`config.mk`:
```
export PLATFORM = sky130hd
export DESIGN_NAME = uart_ctrl_core
export DESIGN_NICKNAME = d
export VERILOG_FILES = /design/src/rtl/uart_ctrl_pkg.sv /design/src/rtl/uart_cmd_decode.sv /design/src/rtl/uart_tx_hold.sv /design/src/rtl/uart_irq_combine.sv /design/src/rtl/uart_ctrl_core.sv
export SDC_FILE = /design/constraint.sdc
export NUM_CORES = 1
export LEC_CHECK = 0
export BUFFER_PORTS_ARGS = -buffer_cell sky130_fd_sc_hd__buf_2
export CORE_MARGIN = 2
export CORE_UTILIZATION = 45
export CTS_BUF_LIST = sky130_fd_sc_hd__clkbuf_8
export CTS_CLUSTER_SIZE = 24
export DETAILED_ROUTE_END_ITERATION = 7
export PLACE_DENSITY = 0.69
export SLEW_MARGIN = 10
export SYNTH_ARGS = -nofsm -noshare
export SYNTH_HDL_FRONTEND = slang
export SYNTH_SLANG_ARGS = --single-unit
```
`constraint.sdc`:
```
create_clock -name clk -period 5.1 [get_ports clk]
set_input_delay 0.255 -clock clk [delete_from_list [all_inputs] [get_ports clk]]
set_output_delay 0.255 -clock clk [all_outputs]
set_load 0.05 [all_outputs]
```
`src/rtl/uart_ctrl_pkg.sv`:
```
package uart_ctrl_pkg;

   // status byte bit positions
   localparam int SB_RXRDY = 0;
   localparam int SB_FULL  = 1;
   localparam int SB_TXRDY = 2;
   localparam int SB_TXEMP = 3;

   // interrupt status bit positions
   localparam int IB_TX   = 0;
   localparam int IB_RX   = 1;
   localparam int IB_DBRK = 2;

   // register offsets within the 64-byte window
   localparam logic [5:0] OFS_MODE  = 6'h00;
   localparam logic [5:0] OFS_STAT  = 6'h04;
   localparam logic [5:0] OFS_CMD   = 6'h08;
   localparam logic [5:0] OFS_DATA  = 6'h0C;
   localparam logic [5:0] OFS_MASK  = 6'h10;
   localparam logic [5:0] OFS_ISTAT = 6'h14;

   typedef enum logic [2:0] {
      MISC_NOP      = 3'd0,
      MISC_PTR_RST  = 3'd1,
      MISC_RX_RST   = 3'd2,
      MISC_TX_RST   = 3'd3,
      MISC_ERR_RST  = 3'd4,
      MISC_DBRK_CLR = 3'd5,
      MISC_BRK_ON   = 3'd6,
      MISC_BRK_OFF  = 3'd7
   } misc_e;

   typedef enum logic [1:0] {
      EN_KEEP = 2'd0,
      EN_ON   = 2'd1,
      EN_OFF  = 2'd2,
      EN_RSVD = 2'd3
   } en_cmd_e;

   typedef struct packed {
      logic ptr_rst;
      logic rx_rst;
      logic tx_rst;
      logic err_rst;
      logic dbrk_clr;
      logic tx_on;
      logic tx_off;
      logic rx_on;
      logic rx_off;
   } cmd_t;

endpackage

```
`src/rtl/uart_cmd_decode.sv`:
```
module uart_cmd_decode
   import uart_ctrl_pkg::*;
#(
   parameter int DATA_W = 8
) (
   input  logic              cmd_wr,
   input  logic [DATA_W-1:0] cmd_byte,
   output cmd_t              cmd
);

   misc_e   misc;
   en_cmd_e tx_fld;
   en_cmd_e rx_fld;

   assign misc   = misc_e'(cmd_byte[6:4]);
   assign tx_fld = en_cmd_e'(cmd_byte[3:2]);
   assign rx_fld = en_cmd_e'(cmd_byte[1:0]);

   always_comb begin
      cmd = '0;
      if (cmd_wr) begin
         unique case (misc)
            MISC_PTR_RST:  cmd.ptr_rst  = 1'b1;
            MISC_RX_RST:   cmd.rx_rst   = 1'b1;
            MISC_TX_RST:   cmd.tx_rst   = 1'b1;
            MISC_ERR_RST:  cmd.err_rst  = 1'b1;
            MISC_DBRK_CLR: cmd.dbrk_clr = 1'b1;
            default:       ;  // nop, break start/stop: nothing held here
         endcase
         cmd.tx_on  = (tx_fld == EN_ON);
         cmd.tx_off = (tx_fld == EN_OFF);
         cmd.rx_on  = (rx_fld == EN_ON);
         cmd.rx_off = (rx_fld == EN_OFF);
      end
   end

   logic unused_cmd_bits;
   assign unused_cmd_bits = ^cmd_byte[DATA_W-1:7];

endmodule

```
`src/rtl/uart_tx_hold.sv`:
```
module uart_tx_hold #(
   parameter int DATA_W = 8
) (
   input  logic              clk,
   input  logic              rst_n,
   input  logic              tb_wr,
   input  logic [DATA_W-1:0] tb_wdata,
   input  logic              tx_rst,
   input  logic              tx_on,
   input  logic              tx_off,
   output logic [DATA_W-1:0] tx_data,
   output logic              tx_valid,
   input  logic              tx_ready,
   output logic              tx_en,
   output logic              tx_empty
);

   logic [DATA_W-1:0] data_q;
   logic              en_q;
   logic              empty_q;
   logic              en_nxt;
   logic              handoff;

   assign handoff = tx_valid && tx_ready;

   // reset field first, then the enable field of the same command
   always_comb begin
      en_nxt = en_q;
      if (tx_rst) en_nxt = 1'b0;
      if (tx_on)       en_nxt = 1'b1;
      else if (tx_off) en_nxt = 1'b0;
   end

   always_ff @(posedge clk) begin
      if (!rst_n) begin
         data_q  <= '0;
         en_q    <= 1'b0;
         empty_q <= 1'b1;
      end else begin
         en_q <= en_nxt;
         if (tx_rst)       empty_q <= 1'b1;
         else if (tb_wr)   empty_q <= 1'b0;
         else if (handoff) empty_q <= 1'b1;
         if (tb_wr) data_q <= tb_wdata;
      end
   end

   assign tx_data  = data_q;
   assign tx_valid = en_q && !empty_q;
   assign tx_en    = en_q;
   assign tx_empty = empty_q;

   // buffer write leaves a byte held
   a_r10_write_holds: assert property (@(posedge clk) disable iff (!rst_n)
      (tb_wr && !tx_rst) |=> !tx_empty);
   // accepted byte frees the buffer
   a_r10_handoff_frees: assert property (@(posedge clk) disable iff (!rst_n)
      (tx_valid && tx_ready && !tb_wr) |=> tx_empty);
   // reset then enable leaves an enabled, empty transmitter
   a_r11_reset_then_enable: assert property (@(posedge clk) disable iff (!rst_n)
      (tx_rst && tx_on) |=> (tx_en && tx_empty));

endmodule

```
`src/rtl/uart_irq_combine.sv`:
```
module uart_irq_combine
   import uart_ctrl_pkg::*;
#(
   parameter int DATA_W  = 8,
   parameter bit IRQ_REG = 1'b0
) (
   input  logic              clk,
   input  logic              rst_n,
   input  logic [DATA_W-1:0] status,
   input  logic              rx_on_full,
   input  logic              dbrk_set,
   input  logic              dbrk_clr,
   input  logic [DATA_W-1:0] mask,
   output logic [DATA_W-1:0] isr,
   output logic              irq
);

   logic dbrk_q;
   logic irq_raw;

   always_ff @(posedge clk) begin
      if (!rst_n)        dbrk_q <= 1'b0;
      else if (dbrk_set) dbrk_q <= 1'b1;
      else if (dbrk_clr) dbrk_q <= 1'b0;
   end

   always_comb begin
      isr          = '0;
      isr[IB_TX]   = status[SB_TXRDY];
      isr[IB_RX]   = rx_on_full ? status[SB_FULL] : status[SB_RXRDY];
      isr[IB_DBRK] = dbrk_q;
   end

   assign irq_raw = |(isr & mask);

   generate
      if (IRQ_REG) begin : g_irq_flop
         logic irq_q;
         always_ff @(posedge clk) begin
            if (!rst_n) irq_q <= 1'b0;
            else        irq_q <= irq_raw;
         end
         assign irq = irq_q;
      end else begin : g_irq_direct
         assign irq = irq_raw;
      end
   endgenerate

   // delta-break clear command empties the latch
   a_r3_dbrk_clears: assert property (@(posedge clk) disable iff (!rst_n)
      (dbrk_clr && !dbrk_set) |=> !isr[IB_DBRK]);
   // break event latches
   a_r3_dbrk_sets: assert property (@(posedge clk) disable iff (!rst_n)
      dbrk_set |=> isr[IB_DBRK]);

endmodule

```
`src/rtl/uart_ctrl_core.sv`:
```
module uart_ctrl_core
   import uart_ctrl_pkg::*;
#(
   parameter int DATA_W          = 8,
   parameter int BUS_ADDR_W      = 8,
   parameter int NUM_MODE_REGS   = 2,
   parameter int RX_FULL_SEL_BIT = 6,
   parameter int ERR_W           = 4,
   parameter bit IRQ_REG         = 1'b0
) (
   input  logic                  clk,
   input  logic                  rst_n,
   input  logic                  bus_sel,
   input  logic                  bus_wr,
   input  logic [BUS_ADDR_W-1:0] bus_addr,
   input  logic [DATA_W-1:0]     bus_wdata,
   output logic [DATA_W-1:0]     bus_rdata,
   input  logic [DATA_W-1:0]     rxf_data,
   input  logic                  rxf_nonempty,
   input  logic                  rxf_full,
   output logic                  rxf_pop,
   output logic                  rxf_flush,
   input  logic [ERR_W-1:0]      rx_err_set,
   input  logic                  rx_brk_evt,
   output logic                  rx_enable,
   output logic [DATA_W-1:0]     tx_data,
   output logic                  tx_valid,
   input  logic                  tx_ready,
   output logic                  irq
);

   localparam int PTR_W   = (NUM_MODE_REGS > 1) ? $clog2(NUM_MODE_REGS) : 1;
   localparam int WIN_W   = 6;
   localparam logic [PTR_W-1:0] PTR_LAST = PTR_W'(NUM_MODE_REGS - 1);

   // elaboration checks
   generate
      if (DATA_W != 8) begin : g_bad_data_w
         $error("uart_ctrl_core: status layout needs DATA_W of 8");
      end
      if (BUS_ADDR_W < WIN_W) begin : g_bad_addr_w
         $error("uart_ctrl_core: BUS_ADDR_W must cover the 64-byte window");
      end
      if (NUM_MODE_REGS < 2) begin : g_bad_mr
         $error("uart_ctrl_core: at least two mode registers required");
      end
      if (RX_FULL_SEL_BIT >= DATA_W) begin : g_bad_sel
         $error("uart_ctrl_core: RX_FULL_SEL_BIT outside mode register");
      end
      if (ERR_W != 4) begin : g_bad_err
         $error("uart_ctrl_core: four error flags map to status bits 4..7");
      end
   endgenerate

   // ---------------------------------------------------------------
   // access decode
   // ---------------------------------------------------------------
   logic [WIN_W-1:0] ofs;
   logic             wr_acc;
   logic             rd_acc;
   logic             mode_acc;
   logic             cmd_wr;
   logic             tb_wr;
   logic             mask_wr;

   assign ofs      = bus_addr[WIN_W-1:0];
   assign wr_acc   = bus_sel && bus_wr;
   assign rd_acc   = bus_sel && !bus_wr;
   assign mode_acc = bus_sel && (ofs == OFS_MODE);
   assign cmd_wr   = wr_acc && (ofs == OFS_CMD);
   assign tb_wr    = wr_acc && (ofs == OFS_DATA);
   assign mask_wr  = wr_acc && (ofs == OFS_MASK);

   cmd_t cmd;

   uart_cmd_decode #(.DATA_W(DATA_W)) i_cmd_decode (
      .cmd_wr   (cmd_wr),
      .cmd_byte (bus_wdata),
      .cmd      (cmd)
   );

   // ---------------------------------------------------------------
   // mode register bank and pointer
   // ---------------------------------------------------------------
   logic [PTR_W-1:0]  ptr_q;
   logic [DATA_W-1:0] mode_q [NUM_MODE_REGS];

   always_ff @(posedge clk) begin
      if (!rst_n) begin
         ptr_q <= '0;
      end else if (cmd.ptr_rst) begin
         ptr_q <= '0;
      end else if (mode_acc && (ptr_q != PTR_LAST)) begin
         ptr_q <= ptr_q + 1'b1;
      end
   end

   generate
      for (genvar g = 0; g < NUM_MODE_REGS; g++) begin : g_mode
         always_ff @(posedge clk) begin
            if (!rst_n)
               mode_q[g] <= '0;
            else if (wr_acc && mode_acc && (ptr_q == PTR_W'(g)))
               mode_q[g] <= bus_wdata;
         end
      end
   endgenerate

   // ---------------------------------------------------------------
   // receiver enable and sticky error flags
   // ---------------------------------------------------------------
   logic             rx_en_q;
   logic             rx_en_nxt;
   logic [ERR_W-1:0] err_q;

   always_comb begin
      rx_en_nxt = rx_en_q;
      if (cmd.rx_rst) rx_en_nxt = 1'b0;
      if (cmd.rx_on)       rx_en_nxt = 1'b1;
      else if (cmd.rx_off) rx_en_nxt = 1'b0;
   end

   always_ff @(posedge clk) begin
      if (!rst_n) begin
         rx_en_q <= 1'b0;
         err_q   <= '0;
      end else begin
         rx_en_q <= rx_en_nxt;
         err_q   <= (cmd.err_rst ? '0 : err_q) | rx_err_set;
      end
   end

   assign rx_enable = rx_en_q;
   assign rxf_flush = cmd.rx_rst;
   assign rxf_pop   = rd_acc && (ofs == OFS_DATA) && rxf_nonempty;

   // ---------------------------------------------------------------
   // transmitter holding byte
   // ---------------------------------------------------------------
   logic tx_en;
   logic tx_empty;

   uart_tx_hold #(.DATA_W(DATA_W)) i_tx_hold (
      .clk      (clk),
      .rst_n    (rst_n),
      .tb_wr    (tb_wr),
      .tb_wdata (bus_wdata),
      .tx_rst   (cmd.tx_rst),
      .tx_on    (cmd.tx_on),
      .tx_off   (cmd.tx_off),
      .tx_data  (tx_data),
      .tx_valid (tx_valid),
      .tx_ready (tx_ready),
      .tx_en    (tx_en),
      .tx_empty (tx_empty)
   );

   // ---------------------------------------------------------------
   // status, mask and interrupt
   // ---------------------------------------------------------------
   logic [DATA_W-1:0] status;
   logic [DATA_W-1:0] mask_q;
   logic [DATA_W-1:0] isr;

   always_comb begin
      status           = '0;
      status[SB_RXRDY] = rxf_nonempty;
      status[SB_FULL]  = rxf_full;
      status[SB_TXRDY] = tx_en;
      status[SB_TXEMP] = tx_empty;
      status[7:4]      = err_q;
   end

   always_ff @(posedge clk) begin
      if (!rst_n)       mask_q <= '0;
      else if (mask_wr) mask_q <= bus_wdata;
   end

   uart_irq_combine #(.DATA_W(DATA_W), .IRQ_REG(IRQ_REG)) i_irq_combine (
      .clk        (clk),
      .rst_n      (rst_n),
      .status     (status),
      .rx_on_full (mode_q[0][RX_FULL_SEL_BIT]),
      .dbrk_set   (rx_brk_evt),
      .dbrk_clr   (cmd.dbrk_clr),
      .mask       (mask_q),
      .isr        (isr),
      .irq        (irq)
   );

   // ---------------------------------------------------------------
   // read mux
   // ---------------------------------------------------------------
   always_comb begin
      bus_rdata = '0;
      if (rd_acc) begin
         unique case (ofs)
            OFS_MODE:  bus_rdata = mode_q[ptr_q];
            OFS_STAT:  bus_rdata = status;
            OFS_DATA:  bus_rdata = rxf_data;
            OFS_MASK:  bus_rdata = mask_q;
            OFS_ISTAT: bus_rdata = isr;
            default:   bus_rdata = '0;
         endcase
      end
   end

   logic unused_addr_hi;
   assign unused_addr_hi = ^{1'b0, bus_addr[BUS_ADDR_W-1:WIN_W]};

   // ---------------------------------------------------------------
   // assertions
   // ---------------------------------------------------------------
   // once on the last mode register the pointer holds
   a_r6_ptr_sticky: assert property (@(posedge clk) disable iff (!rst_n)
      ((ptr_q == PTR_LAST) && !cmd.ptr_rst) |=> (ptr_q == PTR_LAST));
   // reset-pointer command returns to mode register 1
   a_r6_ptr_reset: assert property (@(posedge clk) disable iff (!rst_n)
      cmd.ptr_rst |=> (ptr_q == '0));
   // never pop an empty FIFO
   a_r7_pop_nonempty: assert property (@(posedge clk) disable iff (!rst_n)
      rxf_pop |-> rxf_nonempty);
   // a byte is offered only by an enabled transmitter
   a_r9_valid_needs_enable: assert property (@(posedge clk) disable iff (!rst_n)
      tx_valid |-> status[SB_TXRDY]);
   // receiver reset without re-enable leaves the receiver off
   a_r8_rx_reset_off: assert property (@(posedge clk) disable iff (!rst_n)
      (cmd.rx_rst && !cmd.rx_on) |=> !rx_enable);
   generate
      if (!IRQ_REG) begin : g_irq_chk
         // clearing the mask silences the request next cycle
         a_r4_mask_clear: assert property (@(posedge clk) disable iff (!rst_n)
            (mask_wr && (bus_wdata == '0)) |=> !irq);
      end
   endgenerate

endmodule

```
== Word level (Yosys, flattened, before mapping) ==
Memories as Yosys holds them, arrays and structs flattened. A register that Yosys moved wholly into a read port is not among the register bits.
Index checks and enable logic that the tools add are counted.

* Logic and storage cells: 85
* Output and inout bits: 21
* Bits in writable memories: 16
* Memories: 1
* Bits of input ports: 36
* Bits in registers: 25

{| class="wikitable"
|+ Memory list
! name !! depth !! bits a word !! read ports !! clocked after Yosys merged registers in !! wr ports !! line !! text
|-
| mode_q || 2 || 8 || 2 || 1 || 2 || uart_ctrl_core.sv:86 || <nowiki>logic [DATA_W-1:0] mode_q [NUM_MODE_REGS];</nowiki>
|}

* Add/sub/neg operators: 1
* Equal/unequal tests: 14
* Multiplexer cells: 31
* Bitwise gates (word level): 6
* Reductions and logical operators: 24

{| class="wikitable"
|+ Operators with widths
! cell !! number
|-
| case mux 8 bit (5 select lines) || 1
|-
| two-way mux 1 bit || 25
|-
| two-way mux 8 bit || 3
|-
| logical AND 1 bit || 14
|-
| equality test 6 x 4 -> 1 bit (second input constant) || 2
|-
| equality test 6 x 5 -> 1 bit (second input constant) || 2
|-
| two-way mux 9 bit || 1
|-
| AND 3 x 8 -> 8 bit || 1
|-
| OR reduction 8 bit || 1
|-
| equality test 3 x 2 -> 1 bit (second input constant) || 2
|-
| equality test 3 bit (second input constant) || 2
|-
| equality test 6 x 3 -> 1 bit (second input constant) || 1
|-
| zero test 6 bit || 1
|-
| nonzero test 3 bit || 2
|-
| equality test 2 x 1 -> 1 bit (second input constant) || 2
|-
| equality test 2 bit (second input constant) || 2
|-
| two-way mux 4 bit || 1
|-
| OR 4 bit || 1
|-
| nonzero test 2 bit || 2
|-
| OR reduction 2 bit || 2
|-
| equality test 3 x 1 -> 1 bit (second input constant) || 1
|-
| zero test 1 bit || 2
|-
| NOT 1 bit || 2
|-
| OR 1 bit || 2
|-
| adder 1 bit (second input constant) || 1
|}

== Longest topological paths before layout ==
* Depth after elaboration: 8
* Gate-level depth with buffers: 5
* Mapped depth without buffers: 3

== Modules after synthesis ==
A second synthesis with hierarchy kept.

* Cell total of the unflattened synthesis: 245
* Area total of the unflattened synthesis: 2408.6 sq um

{| class="wikitable"
|+ Modules (own cells, without submodules)
! module !! instances !! cells each !! area an instance (sq um) !! sequential area each (sq um)
|-
| uart_ctrl_core || 1 || 189 || 1810.5 || 780.7
|-
| uart_tx_hold || 1 || 33 || 379.1 || 200.2
|-
| uart_irq_combine || 1 || 14 || 121.4 || 20.0
|-
| uart_cmd_decode || 1 || 9 || 97.6 || 0.0
|}

== Worst setup path after synthesis ==
OpenSTA, ideal clock, no wires.

* Path kind: input port to output port
* Start: in bus_addr[3]
* End: out bus_rdata[0]
* Stages: 5
* Buffers on the path: 2
* Data required time: 4.845 ns
* Setup slack: 2.881 ns
* Data arrival time: 1.964 ns
* Cell sequence: clkbuf_1 -> buf_2 -> nor4_1 -> nand3_1 -> a31oi_1

* Word-level cells in the longest chain between the ends: 3
* Elaborated cells between the ends (all ways): 7
* Classes of those cells: eq/ne (4); mux (2); reduce/logical (1)

{| class="wikitable"
|+ Ends and longest elaborated chain
! element !! line !! text
|-
| start: declaration || uart_ctrl_core.sv:15 || <nowiki>input logic [BUS_ADDR_W-1:0] bus_addr,</nowiki>
|-
| equality test 6 x 5 -> 1 bit, or another cell as far along || uart_ctrl_core.sv:197 || <nowiki>unique case (ofs)</nowiki>
|-
| case mux 8 bit (5 select lines) (*) || uart_ctrl_core.sv:197 ||
|-
| two-way mux 8 bit (*) || uart_ctrl_core.sv:196 || <nowiki>if (rd_acc) begin</nowiki>
|-
| end: declaration || uart_ctrl_core.sv:17 || <nowiki>output logic [DATA_W-1:0] bus_rdata,</nowiki>
|}

Every way passes the cells marked *; elsewhere a longest branch is shown, timed or not.

== Final worst setup path ==
* Start: in bus_addr[2]
* End: out bus_rdata[7]

The elaborated chain is that of the path after synthesis.

==> metrics <==
post-route minimum period=~2.4 ns; Crit. End Element=primary output; Ys Warns=0; Compound-Gate Fraction of Synth Area=0.1825; FF-to-FF End=mode_q[1][4]; final-stage net count=330; Max-slew headroom=0.2349; first-pass iteration count of the detailed router=5; die area=slightly below 6000 µm²; mean post-synth cell area=~9.2 µm²; Synth top area share=0.2207; IO Pins=57; Max VDD drop=0.1466 mV; Reg-to-Reg Start=ptr_q; post-synth cell types=44; Leak=1.020 nW; commonest non-fill, non-tap cells in the layout=54 x buf_2, 26 x dfxtp_1, 24 x nand3_1; P_int=approximately 0.48 mW; HP Class=in -> reg; Root Buffer=clkbuf_8; post-synthesis sequential area ratio=0.4244; # hold bufs at CTS=0; post-synthesis mux area share=0.09072; R2R setup slack=approximately 3.5 ns; Initial Util=0.4647; layout overhead on the synthesized area=15.33%; GR Overflow Total=0; Startpoint Class=primary input; clock power share=0.319; post-synthesis xor/xnor area fraction=0; FFs w/ async S/R, synth=0; Max Slew Vio Count=0; Resized Gates After CTS=0; fmax=approximately 410 MHz; Worst-Skew Late Latency=0.30 ns; DR iter-0 viols=~160; Critical Path Sink=bus_rdata[7]; peak fanout along the critical path=11; TritonCTS clock tree=built; vias in the first global route=around 2,200; Power Density=~240 nW/µm²; Post-CTS Setup Repair Bufs=0; placed wire-length estimate=around 4600 µm; ranking of synthesized cells by area=dfxtp_1 22%, edfxtp_1 20%, mux2_2 9.1%; Yosys top cell by area=dfxtp_1; Req. time, crit path=approximately 4.9 ns; run status=finished clean; RSZ-0062 raised after global routing=false; Syn Inst Count=roughly 260; Routed Antenna Nets=0; Worst-Margin Slew=approximately 1.1 ns; PortBufs=54; largest family of logic cells by synthesized area=simple AND/OR/NAND/NOR gates; syn nets=a little under 300; RD Place Congestion=roughly 0.86; vias per inst=a little under 6; layout cells sized above 1=0.3051; Hold Path Depth=2; top_reg_cell synth=dfxtp_1; Fin Setup TNS=0 ns; fraction of the mapped netlist area in adder cells=0; clock sinks=42; Inserted Clock Buffers=5; row cnt=26; Placed Area=2639 µm²; clock buffer depth=2; Net Switching=0.1745 mW; Crit Path Class=in -> out; Post-synth EDFFs=16; Post-Syn Area=2359 µm²; Data arrival, critical path=between 2 and 2.5 ns; Die Wd=76.40 µm; Combinational Power Share=0.128; average wire per standard cell=~18 µm; Critical path origin=bus_addr[2]; Vias=roughly 2,200; clock-pin slew of the registers on the worst-case setup and hold paths=about 0.080 ns; gr usage total=0.2343; Post-Synth Simple-Gate Area=0.2361; routed wire length=between 6000 and 7000 µm; Final Skew=0.003931 ns; largest net degree at the start of global routing=28; Core ar.=between 5000 and 6000 µm²; most common cell after layout, fill and taps aside=buf_2; Max-Cap Viols=0; Post-route DRC=0; initial antenna violation count=0; post-route cell area=roughly 2700 µm²; final setup vio count=0; Synth Register Bits=42; Sw Ratio=0.2684; ant diodes=0; final hold viol count=0; first-pass GRT wire length=10,930 µm; power share of the sequential group=0.552; Worst Reg-to-Reg Cells=2; H-tree Lvls=2; fin crit share=0.4765; Die Y=between 70 and 80 µm
-- power groups by stage --
stage,registers (mW),clock network (mW),logic (mW)
final,0.359,0.208,0.0834
after global routing,0.360,0.228,0.0904
after CTS,0.359,0.210,0.0825
after detailed placement,0.367,0,0.0820
after global placement,0.367,0,0.0805
after floorplan,0.366,0,0.0484
-- state kept, by name, summed over array words and instances, names as in the netlist, named ones only --
register,flops
i_tx_hold.tx_en,1
i_tx_hold.tx_empty,1
ptr_q,1
rx_enable,1
mode_q,16
i_tx_hold.tx_data,8
mask_q,8
i_irq_combine.dbrk_q,1
err_q,4
-- layout make-up --
class / count / area [µm²]
Multi-Input combinational cell: 172 / 1201
Clock buffer: 5 / 68.82
Inverter: 17 / 63.81
Clock inverter: 3 / 12.51
Timing Repair Buffer: 56 / 285.3
Tap cell: 70 / 87.58
Fill cell: 500 / 2355
Sequential cell: 42 / 1001
-- critical path, stage by stage --
cell and delay, ns:
buf_2 0.19, nor2b_1 0.57, o2111ai_1 0.44, a31oi_1 0.38, buf_2 0.32
-- how the worst min path moves through the flow --
stage / start / end / slack [ns]
2_1_floorplan: bus_wdata[3] / i_tx_hold.tx_en / 0.37
3_3_place_gp: i_tx_hold.tx_data[4] / i_tx_hold.tx_data[4] / 0.45
3_5_place_dp: i_tx_hold.tx_data[1] / i_tx_hold.tx_data[1] / 0.46
4_1_cts: rx_err_set[2] / err_q[2] / 0.16
5_1_grt: rx_err_set[2] / err_q[2] / 0.16
6_report: rx_err_set[1] / err_q[1] / 0.16
-- cell usage after synthesis, types with 2 or more instances --
master,number
o21a_1,4
nor3_1,9
and3_1,8
or2_2,2
o31ai_1,16
a21oi_1,17
nand4_1,19
nand3_1,24
dfxtp_1,26
nor2b_1,2
o2111ai_1,2
nor2_1,5
o311a_1,2
mux2_2,19
buf_2,2
clkbuf_1,22
edfxtp_1,16
a31oi_1,13
nor4_4,2
nand2_1,6
inv_1,16
-- per-stage QoR --
stage | hold slack (ns) | utilization | std cells | worst slack, ns | power (mW)
2_1_floorplan | 0.3744 | - | 255 | 2.881 | 0.4147
3_3_place_gp | 0.4512 | 0.5200 | 357 | 2.749 | 0.4474
3_5_place_dp | 0.4567 | 0.5200 | 357 | 2.751 | 0.4491
4_1_cts | 0.1599 | 0.5360 | 365 | 2.754 | 0.6515
5_1_grt | 0.1564 | 0.5360 | 365 | 2.597 | 0.6786
6_report | 0.1638 | 0.5360 | 365 | 2.670 | 0.6502
-- logic make-up after synthesis --
kind of cell / after synthesis
mux: 19
buf+inv: 41
simple gates: 90
compound gates: 63
flops: 42
-- metal layers --
layer  global-route usage  share of wire  wire [µm]
met1               0.3086           0.44       2939
met5                    0              0          0
met4              0.06909          0.016        106
met2               0.3876           0.48       3176
met3              0.05095          0.067        447
No activity file was read; power rests on OpenSTA's default activity.
